<file path="config.mk">
export PLATFORM = sky130hd
export DESIGN_NAME = irq_latency_log
export DESIGN_NICKNAME = d
export VERILOG_FILES = /design/src/rtl/irq_hist_pkg.sv /design/src/rtl/irq_raise_stamp.sv /design/src/rtl/irq_hist_ring.sv /design/src/rtl/irq_hist_reader.sv /design/src/rtl/irq_latency_log.sv
export SDC_FILE = /design/constraint.sdc
export NUM_CORES = 2
export LEC_CHECK = 0
export BUFFER_PORTS_ARGS = -buffer_cell sky130_fd_sc_hd__buf_2
export CAP_MARGIN = 10
export CORE_MARGIN = 2
export CORE_UTILIZATION = 55
export DETAILED_ROUTE_END_ITERATION = 10
export PLACE_DENSITY = 0.71
export SLEW_MARGIN = 10
export SYNTH_ARGS = -nofsm -noshare
export SYNTH_HDL_FRONTEND = slang
export SYNTH_HIERARCHICAL = 1
export SYNTH_SLANG_ARGS = --single-unit
</file>
<file path="constraint.sdc">
create_clock -name clk -period 12.1 [get_ports clk]
set_input_delay 0.605 -clock clk [delete_from_list [all_inputs] [get_ports clk]]
set_output_delay 0.605 -clock clk [all_outputs]
set_load 0.01 [all_outputs]
</file>
<file path="src/rtl/irq_hist_pkg.sv">
package irq_hist_pkg;

   // true when v is a nonzero power of two
   function automatic bit is_pow2(input int unsigned v);
      return (v != 0) && ((v & (v - 1)) == 0);
   endfunction

   // index width needed to address v items, never below one bit
   function automatic int unsigned idx_bits(input int unsigned v);
      return (v < 2) ? 1 : $clog2(v);
   endfunction

endpackage

</file>
<file path="src/rtl/irq_raise_stamp.sv">
module irq_raise_stamp
   import irq_hist_pkg::*;
#(
   parameter int unsigned NUM_SRC = 8,
   parameter int unsigned TS_W    = 32,
   parameter int unsigned ID_W    = 3
) (
   input  logic               clk,
   input  logic               rst_n,
   input  logic [TS_W-1:0]    now_cycle,
   input  logic [NUM_SRC-1:0] pend_new,
   input  logic [ID_W-1:0]    sel_id,
   output logic [TS_W-1:0]    sel_stamp
);

   localparam bit FULL_MAP = (NUM_SRC == (1 << ID_W));

   logic [TS_W-1:0] stamp_q [NUM_SRC];

   for (genvar j = 0; j < NUM_SRC; j++) begin : g_src
      always_ff @(posedge clk or negedge rst_n) begin
         if (!rst_n) begin
            stamp_q[j] <= '0;
         end else if (pend_new[j]) begin
            stamp_q[j] <= now_cycle;
         end
      end


      stamp_load_chk: assert property (@(posedge clk) disable iff (!rst_n)
         pend_new[j] |=> stamp_q[j] == $past(now_cycle));
   end

   // the lookup sees the value held before this edge's reload
   if (FULL_MAP) begin : g_sel_full
      assign sel_stamp = stamp_q[sel_id];
   end else begin : g_sel_guard
      always_comb begin
         sel_stamp = '0;
         for (int k = 0; k < NUM_SRC; k++) begin
            if (sel_id == ID_W'(k)) sel_stamp = stamp_q[k];
         end
      end
   end

endmodule

</file>
<file path="src/rtl/irq_hist_ring.sv">
module irq_hist_ring
   import irq_hist_pkg::*;
#(
   parameter int unsigned DEPTH = 16,
   parameter int unsigned ID_W  = 3,
   parameter int unsigned TS_W  = 32,
   parameter int unsigned IDX_W = 4
) (
   input  logic             clk,
   input  logic             rst_n,
   input  logic             wr_en,
   input  logic [ID_W-1:0]  wr_id,
   input  logic [TS_W-1:0]  wr_taken,
   input  logic [TS_W-1:0]  wr_raised,
   output logic [IDX_W-1:0] wr_idx,
   input  logic [IDX_W-1:0] ra_idx,
   output logic [ID_W-1:0]  ra_id,
   output logic [TS_W-1:0]  ra_taken,
   output logic [TS_W-1:0]  ra_raised,
   input  logic [IDX_W-1:0] rb_idx,
   output logic [TS_W-1:0]  rb_taken
);

   localparam bit              POW2    = is_pow2(DEPTH);
   localparam logic [IDX_W-1:0] LAST_IDX = IDX_W'(DEPTH - 1);

   logic [ID_W-1:0]  id_q     [DEPTH];
   logic [TS_W-1:0]  taken_q  [DEPTH];
   logic [TS_W-1:0]  raised_q [DEPTH];
   logic [IDX_W-1:0] wr_idx_q;
   logic [IDX_W-1:0] wr_idx_nx;

   // next write slot: free wrap for a power of two, compare otherwise
   if (POW2) begin : g_wrap_pow2
      assign wr_idx_nx = wr_idx_q + 1'b1;
   end else begin : g_wrap_cmp
      assign wr_idx_nx = (wr_idx_q == LAST_IDX) ? '0 : wr_idx_q + 1'b1;
   end

   always_ff @(posedge clk or negedge rst_n) begin
      if (!rst_n) begin
         wr_idx_q <= '0;
      end else if (wr_en) begin
         wr_idx_q <= wr_idx_nx;
      end
   end

   for (genvar s = 0; s < DEPTH; s++) begin : g_slot
      always_ff @(posedge clk or negedge rst_n) begin
         if (!rst_n) begin
            id_q[s]     <= '0;
            taken_q[s]  <= '0;
            raised_q[s] <= '0;
         end else if (wr_en && (wr_idx_q == IDX_W'(s))) begin
            id_q[s]     <= wr_id;
            taken_q[s]  <= wr_taken;
            raised_q[s] <= wr_raised;
         end
      end
   end

   assign wr_idx    = wr_idx_q;
   assign ra_id     = id_q[ra_idx];
   assign ra_taken  = taken_q[ra_idx];
   assign ra_raised = raised_q[ra_idx];
   assign rb_taken  = taken_q[rb_idx];


   wr_idx_step_chk: assert property (@(posedge clk) disable iff (!rst_n)
      wr_en |=> int'(wr_idx_q) == (int'($past(wr_idx_q)) + 1) % int'(DEPTH));


   wr_idx_hold_chk: assert property (@(posedge clk) disable iff (!rst_n)
      !wr_en |=> wr_idx_q == $past(wr_idx_q));


   slot_store_chk: assert property (@(posedge clk) disable iff (!rst_n)
      wr_en |=> taken_q[$past(wr_idx_q)] == $past(wr_taken)
                && id_q[$past(wr_idx_q)] == $past(wr_id));

endmodule

</file>
<file path="src/rtl/irq_hist_reader.sv">
module irq_hist_reader
   import irq_hist_pkg::*;
#(
   parameter int unsigned DEPTH = 16,
   parameter int unsigned ID_W  = 3,
   parameter int unsigned TS_W  = 32,
   parameter int unsigned IDX_W = 4,
   parameter int unsigned POS_W = 5
) (
   input  logic             clk,
   input  logic             rst_n,
   input  logic [IDX_W-1:0] wr_idx,
   input  logic             rd_req,
   input  logic [POS_W-1:0] rd_pos,
   output logic [IDX_W-1:0] ra_idx,
   input  logic [ID_W-1:0]  ra_id,
   input  logic [TS_W-1:0]  ra_taken,
   input  logic [TS_W-1:0]  ra_raised,
   output logic [IDX_W-1:0] rb_idx,
   input  logic [TS_W-1:0]  rb_taken,
   output logic             rd_valid,
   output logic             rd_end,
   output logic [ID_W-1:0]  rd_id,
   output logic [TS_W-1:0]  rd_taken,
   output logic [TS_W-1:0]  rd_latency,
   output logic [TS_W-1:0]  rd_gap,
   output logic             rd_gap_ok
);

   localparam bit              POW2  = is_pow2(DEPTH);
   localparam int unsigned     SUM_W = IDX_W + 2;
   localparam logic [SUM_W-1:0] D_S  = SUM_W'(DEPTH);

   logic             in_range;
   logic [POS_W-1:0] pos_c;
   logic [SUM_W-1:0] self_raw;
   logic [SUM_W-1:0] prev_raw;
   logic             is_end;
   logic             has_prev;

   always_comb begin
      in_range = (rd_pos < POS_W'(DEPTH));
      pos_c    = in_range ? rd_pos : '0;
      // newest sits one behind the write slot; older ones further back
      self_raw = SUM_W'(wr_idx) + D_S - SUM_W'(1) - SUM_W'(pos_c);
      prev_raw = SUM_W'(wr_idx) + D_S - SUM_W'(pos_c);
   end

   if (POW2) begin : g_mod_pow2
      assign ra_idx = self_raw[IDX_W-1:0];
      assign rb_idx = prev_raw[IDX_W-1:0];
   end else begin : g_mod_sub
      logic [SUM_W-1:0] self_m;
      logic [SUM_W-1:0] prev_m;
      always_comb begin
         self_m = (self_raw >= D_S) ? self_raw - D_S : self_raw;
         prev_m = (prev_raw >= D_S) ? prev_raw - D_S : prev_raw;
      end
      assign ra_idx = self_m[IDX_W-1:0];
      assign rb_idx = prev_m[IDX_W-1:0];
   end

   assign is_end   = !in_range || (ra_taken == '0);
   assign has_prev = (pos_c != '0);

   always_ff @(posedge clk or negedge rst_n) begin
      if (!rst_n) begin
         rd_valid   <= 1'b0;
         rd_end     <= 1'b0;
         rd_id      <= '0;
         rd_taken   <= '0;
         rd_latency <= '0;
         rd_gap     <= '0;
         rd_gap_ok  <= 1'b0;
      end else begin
         rd_valid <= rd_req;
         if (rd_req) begin
            rd_end <= is_end;
            if (is_end) begin
               rd_id      <= '0;
               rd_taken   <= '0;
               rd_latency <= '0;
               rd_gap     <= '0;
               rd_gap_ok  <= 1'b0;
            end else begin
               rd_id      <= ra_id;
               rd_taken   <= ra_taken;
               rd_latency <= ra_taken - ra_raised;
               rd_gap     <= has_prev ? (rb_taken - ra_taken) : '0;
               rd_gap_ok  <= has_prev;
            end
         end
      end
   end


   rd_valid_chk: assert property (@(posedge clk) disable iff (!rst_n)
      rd_req |=> rd_valid);


   rd_idle_chk: assert property (@(posedge clk) disable iff (!rst_n)
      !rd_req |=> !rd_valid);


   end_zero_chk: assert property (@(posedge clk) disable iff (!rst_n)
      (rd_valid && rd_end) |-> (rd_taken == '0 && rd_id == '0 && !rd_gap_ok));


   first_gap_chk: assert property (@(posedge clk) disable iff (!rst_n)
      (rd_req && rd_pos == '0) |=> (!rd_gap_ok && rd_gap == '0));

endmodule

</file>
<file path="src/rtl/irq_latency_log.sv">
module irq_latency_log
   import irq_hist_pkg::*;
#(
   parameter int unsigned NUM_SRC = 8,
   parameter int unsigned DEPTH   = 16,
   parameter int unsigned TS_W    = 32,
   parameter int unsigned CNT_W   = 16,
   localparam int unsigned ID_W   = idx_bits(NUM_SRC),
   localparam int unsigned IDX_W  = idx_bits(DEPTH),
   localparam int unsigned POS_W  = IDX_W + 1
) (
   input  logic               clk,
   input  logic               rst_n,
   input  logic [TS_W-1:0]    now_cycle,
   input  logic [NUM_SRC-1:0] pend_new,
   input  logic               take_en,
   input  logic [ID_W-1:0]    take_id,
   input  logic               rd_req,
   input  logic [POS_W-1:0]   rd_pos,
   output logic               rd_valid,
   output logic               rd_end,
   output logic [ID_W-1:0]    rd_id,
   output logic [TS_W-1:0]    rd_taken,
   output logic [TS_W-1:0]    rd_latency,
   output logic [TS_W-1:0]    rd_gap,
   output logic               rd_gap_ok,
   output logic [CNT_W-1:0]   taken_total
);

   if (NUM_SRC < 2) begin : g_bad_src
      $error("irq_latency_log: NUM_SRC must be at least 2");
   end
   if (DEPTH < 2) begin : g_bad_depth
      $error("irq_latency_log: DEPTH must be at least 2");
   end
   if (TS_W < 2 || TS_W > 64) begin : g_bad_ts
      $error("irq_latency_log: TS_W must lie in 2..64");
   end
   if (CNT_W < 1) begin : g_bad_cnt
      $error("irq_latency_log: CNT_W must be at least 1");
   end

   logic [TS_W-1:0]  raise_of_take;
   logic [IDX_W-1:0] wr_idx;
   logic [IDX_W-1:0] ra_idx;
   logic [IDX_W-1:0] rb_idx;
   logic [ID_W-1:0]  ra_id;
   logic [TS_W-1:0]  ra_taken;
   logic [TS_W-1:0]  ra_raised;
   logic [TS_W-1:0]  rb_taken;
   logic [CNT_W-1:0] total_q;

   irq_raise_stamp #(
      .NUM_SRC (NUM_SRC),
      .TS_W    (TS_W),
      .ID_W    (ID_W)
   ) u_stamp (
      .clk       (clk),
      .rst_n     (rst_n),
      .now_cycle (now_cycle),
      .pend_new  (pend_new),
      .sel_id    (take_id),
      .sel_stamp (raise_of_take)
   );

   irq_hist_ring #(
      .DEPTH (DEPTH),
      .ID_W  (ID_W),
      .TS_W  (TS_W),
      .IDX_W (IDX_W)
   ) u_ring (
      .clk       (clk),
      .rst_n     (rst_n),
      .wr_en     (take_en),
      .wr_id     (take_id),
      .wr_taken  (now_cycle),
      .wr_raised (raise_of_take),
      .wr_idx    (wr_idx),
      .ra_idx    (ra_idx),
      .ra_id     (ra_id),
      .ra_taken  (ra_taken),
      .ra_raised (ra_raised),
      .rb_idx    (rb_idx),
      .rb_taken  (rb_taken)
   );

   irq_hist_reader #(
      .DEPTH (DEPTH),
      .ID_W  (ID_W),
      .TS_W  (TS_W),
      .IDX_W (IDX_W),
      .POS_W (POS_W)
   ) u_reader (
      .clk        (clk),
      .rst_n      (rst_n),
      .wr_idx     (wr_idx),
      .rd_req     (rd_req),
      .rd_pos     (rd_pos),
      .ra_idx     (ra_idx),
      .ra_id      (ra_id),
      .ra_taken   (ra_taken),
      .ra_raised  (ra_raised),
      .rb_idx     (rb_idx),
      .rb_taken   (rb_taken),
      .rd_valid   (rd_valid),
      .rd_end     (rd_end),
      .rd_id      (rd_id),
      .rd_taken   (rd_taken),
      .rd_latency (rd_latency),
      .rd_gap     (rd_gap),
      .rd_gap_ok  (rd_gap_ok)
   );

   always_ff @(posedge clk or negedge rst_n) begin
      if (!rst_n) begin
         total_q <= '0;
      end else if (take_en) begin
         total_q <= total_q + 1'b1;
      end
   end

   assign taken_total = total_q;


   total_step_chk: assert property (@(posedge clk) disable iff (!rst_n)
      take_en |=> taken_total == CNT_W'($past(taken_total) + 1'b1));


   total_hold_chk: assert property (@(posedge clk) disable iff (!rst_n)
      !take_en |=> $stable(taken_total));

endmodule

</file>
After elaboration in Yosys (flattened, before gate mapping). Cells that the tools add are included.

Flip-flop bits (word level): 1450. Input port bits: 52. Output and inout bits: 118. Logic and storage cells: 138.

$add $sub $neg: 8. Magnitude comparators: 4. Equality and inequality tests: 15. Muxes and demuxes: 22. Bitwise gates (word level): 3. Reduce and logical (&&, ||, !) cells: 21.

Operators with widths (number): binary-select mux 32 bit (select 4 bit) (3); two-way mux 32 bit (12); binary-select mux 32 bit (select 3 bit) (1); subtractor 32 bit (2); equality test 4 bit (second input constant) (8); logical NOT 32 bit (1); adder 16 x 1 -> 16 bit (second input constant) (1); equality test 4 x 3 -> 1 bit (second input constant) (4); logical AND 1 bit (16); binary-select mux 3 bit (select 4 bit) (1); greater-or-equal comparator 5 bit (second input constant) (2); inverter 4 -> 5 bit (2); two-way mux 3 bit (3); adder 4 x 1 -> 4 bit (second input constant) (2); equality test 4 x 2 -> 1 bit (second input constant) (2); subtractor 4 bit (2); less-than comparator 5 bit (second input constant) (1); two-way mux 5 bit (1); nonzero test 5 bit (1); equality test 4 x 1 -> 1 bit (second input constant) (1); greater-or-equal comparator 4 bit (second input constant) (1); logical NOT 4 bit (1); inverter 3 -> 4 bit (1); subtractor 4 x 1 -> 4 bit (second input constant) (1); 3 further kinds (3).

Longest topological paths before layout.
Word-level depth: 10. Gate-level depth with buffers: 24. Gate-level depth less buffers: 22.

Hierarchy. Netlist, hierarchy kept.

By module, submodules not included: irq_hist_ring (times used 1, cells an instance 3200, area an instance 51733.4 µm²); irq_raise_stamp (times used 1, cells an instance 658, area an instance 11498.5 µm²); irq_hist_reader (times used 1, cells an instance 752, area an instance 7209.4 µm²); irq_latency_log (times used 1, cells an instance 56, area an instance 695.7 µm²).

Worst setup path after synthesis. Ideal clock, no wire load.

Kind: input-to-reg. From: input rd_pos[4]. To: register u_reader.rd_gap[30]. Library setup time: 0.121 ns. Data arrival time: 4.987 ns. Data required time: 11.979 ns. Slack: 6.992 ns. Stages on the path: 20. Buffers on the path: 3. Path through: nand2b_1 > ha_1 > fa_1 > buf_2 > buf_2 > clkbuf_1 > mux4_2 > a22oi_1 > nand2_1 > ha_1 > fa_1 > nand2b_1 > a21oi_1 > o21ai_1 > o31ai_2 > a21oi_2 > a311oi_2 > a221oi_2 > xnor2_1 > a22o_1.

Word-level cells in the longest chain between the ends: 10. Elaborated cells on any way between the ends: 19. Those cells by class: add/sub (3); order compare (1); mux (9); bitwise (2); reduce/logical (4).

RTL lines: start, declared (line irq_latency_log.sv:19) `input logic [POS_W-1:0] rd_pos,`; less-than comparator 5 bit (*) (line irq_hist_reader.sv:42) `in_range = (rd_pos < POS_W'(DEPTH));`; two-way mux 5 bit (*) (line irq_hist_reader.sv:43) `pos_c = in_range ? rd_pos : '0;`; subtractor 4 bit (*) (line irq_hist_reader.sv:45) `self_raw = SUM_W'(wr_idx) + D_S - SUM_W'(1) - SUM_W'(pos_c);`; named net ra_idx[1] (line irq_latency_log.sv:45) `logic [IDX_W-1:0] ra_idx;`; inverter 4 -> 5 bit (implied by the code) (*) (line irq_hist_ring.sv:64) `assign ra_taken = taken_q[ra_idx];`; binary-select mux 32 bit (select 4 bit) (*) (line irq_hist_ring.sv:64); two-way mux 32 bit (implied by the code) (*) (2 in a row) (line irq_hist_ring.sv:64); named net ra_taken[0] (line irq_latency_log.sv:48) `logic [TS_W-1:0] ra_taken;`; subtractor 32 bit or logical NOT 32 bit (tied branches) (line irq_hist_reader.sv:89, irq_hist_reader.sv:63); two-way mux 32 bit or logical OR 1 bit (tied branches) (line irq_hist_reader.sv:89, irq_hist_reader.sv:63); two-way mux 32 bit (*) (line irq_hist_reader.sv:79) `if (is_end) begin`; end signal, assigned (line irq_hist_reader.sv:89) `rd_gap <= has_prev ? (rb_taken - ra_taken) : '0;`; end, declared (line irq_hist_reader.sv:26) `output logic [TS_W-1:0] rd_gap,`.

The timed path passes the listed nets; every way through them passes the cells marked *. The select of a mux whose other input is x is not followed. A chain may end at the register's enable or synchronous reset.

Final worst setup path.
From: register u_ring.wr_idx_q[0] (netlist: u_ring/wr_idx[0]). To: register u_reader.rd_gap[30].

Word-level cells in the longest chain between the ends: 10. Elaborated cells on any way between the ends: 17. Those cells by class: add/sub (5); mux (8); bitwise (2); reduce/logical (2).

RTL lines: start, declared (line irq_hist_ring.sv:30) `logic [IDX_W-1:0] wr_idx_q;`; start signal, assigned (line irq_hist_ring.sv:44) `wr_idx_q <= wr_idx_nx;`; adder 4 x 1 -> 4 bit (*) (line irq_hist_reader.sv:45); subtractor 4 x 1 -> 4 bit (*) (line irq_hist_reader.sv:45); subtractor 4 bit (*) (line irq_hist_reader.sv:45); named net ra_idx[1] (line irq_latency_log.sv:45); inverter 4 -> 5 bit (implied by the code) (*) (line irq_hist_ring.sv:64); binary-select mux 32 bit (select 4 bit) (*) (line irq_hist_ring.sv:64); two-way mux 32 bit (implied by the code) (*) (2 in a row) (line irq_hist_ring.sv:64); named net ra_taken[0] (line irq_latency_log.sv:48); subtractor 32 bit or logical NOT 32 bit (tied branches) (line irq_hist_reader.sv:89, irq_hist_reader.sv:63); two-way mux 32 bit or logical OR 1 bit (tied branches) (line irq_hist_reader.sv:89, irq_hist_reader.sv:63); two-way mux 32 bit (*) (line irq_hist_reader.sv:79).

Marks and branches as above.

==> impl_metrics.yaml <==
route:
  ant_nets: 0
  post_drt_wl_per_cell_um: 30.4
  first_iter_violations: 4552
  viasPerCell: 6.65
  vias: 43400
  drc_errors: 0
  dr.pass1.iters: 6
  routed_wl_um: 198000
global_route:
  grt_max_degree: 184
  grt_util_all_layers_pct: 30.4
  grt_overflow: 0
  grt_pass1_vias: 44300
  grt_pass1_wl_um: 296000
  antenna_found_initial: 18
timing:
  max_freq_mhz: 149
  slew_headroom_pct: 21.9
  rsz0062_at_grt: "false"
  period_minus_slack_ns: 6.72
  setup_viol: 0
  worst_pin_slew_ns: 1.17
  tns_ns: 0
  whs_ns: 0.129
  hold_violations: 0
  clock_skew_ns: 0.0272
  fin_crit_sh_pct: 55.5
  setup_ws_ns: 5.38
  drv_slew: 0
critical_path:
  crit_required_ns: 12.76
  critPathMaxFanout: 105
  worstSetupPathType: "register to register"
  end_kind: "register"
  start_kind: "register"
  cp.arrival_ns: 7.38
die:
  std_cell_rows: 131
  die_x_um: 364
  die_y_um: 364
  start_util_pct: 55.6
  io_pins: 170
  coreArea_sq_mm: 0.128
  die_area_sq_mm: 0.132
logic_synthesis:
  avgSynthCellArea_sq_um: 15.2
  synth_seq_cells: 1450
  netlist_instances: 4666
  synth_area_sq_mm: 0.0711
  synth_edf_count: 0
  syn-num-nets: 4794
  async_reset_ff_share_pct: 100
  synth_cell_type_count: 77
  synth_warnings: 6
  yosys_most_used_dff: "dfrtp_1"
  ys_seq_area_share_pct: 51.0
clocking:
  cts_htree_levels: 4
  postCtsSetupRepairBufs: 0
  cts_made_buffers: 155
  cts_hold_buf: 1
  clk_pin_slew_worst_paths_ns: 0.06
  insertion_delay_ns: 0.80
  root_buffer: "clkbuf_16"
  cts_resized: 0
  clkSinkCount: 1450
  cts_tree: "built"
  cts_buffer_depth: 3
layout:
  nets: 4791
  syn_to_final_growth_pct: 9.98
  drive_above_1_share_pct: 48.3
  layout_commonest_cell: "dfrtp_1"
  mostFrequentLayoutCells: "dfrtp_1, mux2_2, mux4_2"
placement:
  port_buffers: 169
  hpwl_um: 117000
  gp_congestion: 0.987
  pre_cts_slack_ns: 5.05
outcome:
  status: "complete, no violations"
run:
  drv_cap: 0
worst_hold_path:
  holdCritPathClass: "input port to register"
==> cell families (layout without fill, tap and decap cells) <==
logic type               after synthesis  in the layout  synth area share [%]
XOR/XNOR                              71             71                 0.874
flip-flops                          1450           1450                  51.0
multiplexers                        1821           1821                  36.3
AND/OR/NAND/NOR                      286            286                  1.91
buffers and inverters                486            611                  3.37
AO/OA/AOI/OAI                        476            476                  5.14
adder cells (fa/ha/maj)               76             76                  1.38
other                                  0              6                     0
==> registers in the layout, summed over array words and instances (netlist names) <==
name	flops
u_reader/rd_valid	1
u_reader/rd_latency	32
u_reader/rd_id	3
u_ring/taken_q	512
u_stamp/stamp_q	256
u_reader/rd_gap_ok	1
u_ring/wr_idx	4
taken_total	16
u_reader/rd_end	1
u_ring/raised_q	512
u_reader/rd_taken	32
u_ring/id_q	48
u_reader/rd_gap	32
==> layout make-up <==
type / instances / area (sq um)
fill: 9569 / 49800
sequential: 1450 / 36300
multi-input combinational: 2730 / 32600
clock buffer: 231 / 4620
tap: 1729 / 2160
timing repair buffer: 231 / 1430
clock inverter: 54 / 739
inverter: 95 / 370
antenna: 6 / 15.0
==> path summary, 6_finish.rpt <==
kind | start | cells after the start | slack [ns] | endpoint
worst max-delay path | u_ring/wr_idx[0]$_DFFE_PN0P_ | 17 | 5.38 | u_reader/rd_gap[30]$_DFFE_PN0P_
worst min-delay path | rd_req | 1 | 0.13 | u_reader/rd_valid$_DFF_PN0_
worst max register to register | u_ring/wr_idx[0]$_DFFE_PN0P_ | 17 | 5.38 | u_reader/rd_gap[30]$_DFFE_PN0P_
worst min register to register | taken_total[15]$_DFFE_PN0P_ | 1 | 0.48 | taken_total[15]$_DFFE_PN0P_
max in group asynchronous | rst_n | 4 | 9.27 | u_stamp/stamp_q[89]$_DFFE_PN0P_
min in group asynchronous | rst_n | 2 | 0.45 | u_ring/raised_q[500]$_DFFE_PN0P_
==> critical path, cell delays in order (launching register included) <==
cell      delay (ns)
dfrtp_1         0.50
ha_1            0.29
fa_4            1.48
buf_12          0.62
mux4_2          0.41
a22oi_1         0.22
nand2_1         0.21
ha_1            0.27
fa_1            0.38
nand2b_1        0.19
a21oi_1         0.28
o21ai_1         0.23
o31ai_2         0.47
a21oi_2         0.17
a311oi_2        0.32
a221oi_2        0.12
xnor2_1         0.14
a22o_1          0.19
==> per-stage QoR <==
step	area (sq um)	utilization, %	instances
CTS	78200	61.1	6520
detailed placement	72800	56.9	6234
global route	78200	61.1	6520
floorplan	71100	-	4666
finish	78200	61.1	6526
global placement	72800	56.9	6234
==> cells in the mapped netlist (4+ instances only) <==
library cell / instances / share of area (%)
a22o_1: 79 / 0.97
fa_1: 4 / 0.11
and2_1: 10 / 0.088
ha_1: 72 / 1.3
a211oi_1: 7 / 0.074
buf_2: 111 / 0.78
nor2_1: 37 / 0.20
nand2_1: 144 / 0.76
mux4_1: 40 / 1.5
or3_1: 4 / 0.035
mux4_2: 420 / 13
a32o_1: 5 / 0.070
a22oi_1: 198 / 2.1
xnor2_1: 53 / 0.65
nand2b_1: 11 / 0.097
clkbuf_1: 162 / 0.85
nor4_1: 12 / 0.11
o32ai_1: 5 / 0.062
buf_6: 40 / 0.63
nand3_1: 14 / 0.099
a31oi_1: 7 / 0.062
inv_1: 94 / 0.50
mux2_2: 1360 / 22
nor3_1: 6 / 0.042
o2bb2ai_1: 11 / 0.14
and3_1: 7 / 0.062
nand4_1: 15 / 0.13
o21a_1: 10 / 0.11
nor2b_1: 13 / 0.11
dfrtp_1: 1450 / 51
buf_1: 42 / 0.22
a21oi_1: 49 / 0.34
xor2_1: 18 / 0.22
a21o_1: 25 / 0.26
o21ai_0: 26 / 0.18
o21bai_1: 7 / 0.074
buf_4: 36 / 0.38
==> layer usage <==
layer	part of all wire (%)	wire [um]	vias to the layer above	GRT usage [%]
met5	0.069	136	-	0
met4	3.3	6460	22	10.3
met3	8.7	17200	371	6.90
met2	45	89100	1818	45.8
met1	43	85300	23400	43.9
li1	-	-	17800	-
Power is not shown: default switching activity piles up to over one toggle a cycle in this logic, so the estimate is an artifact.
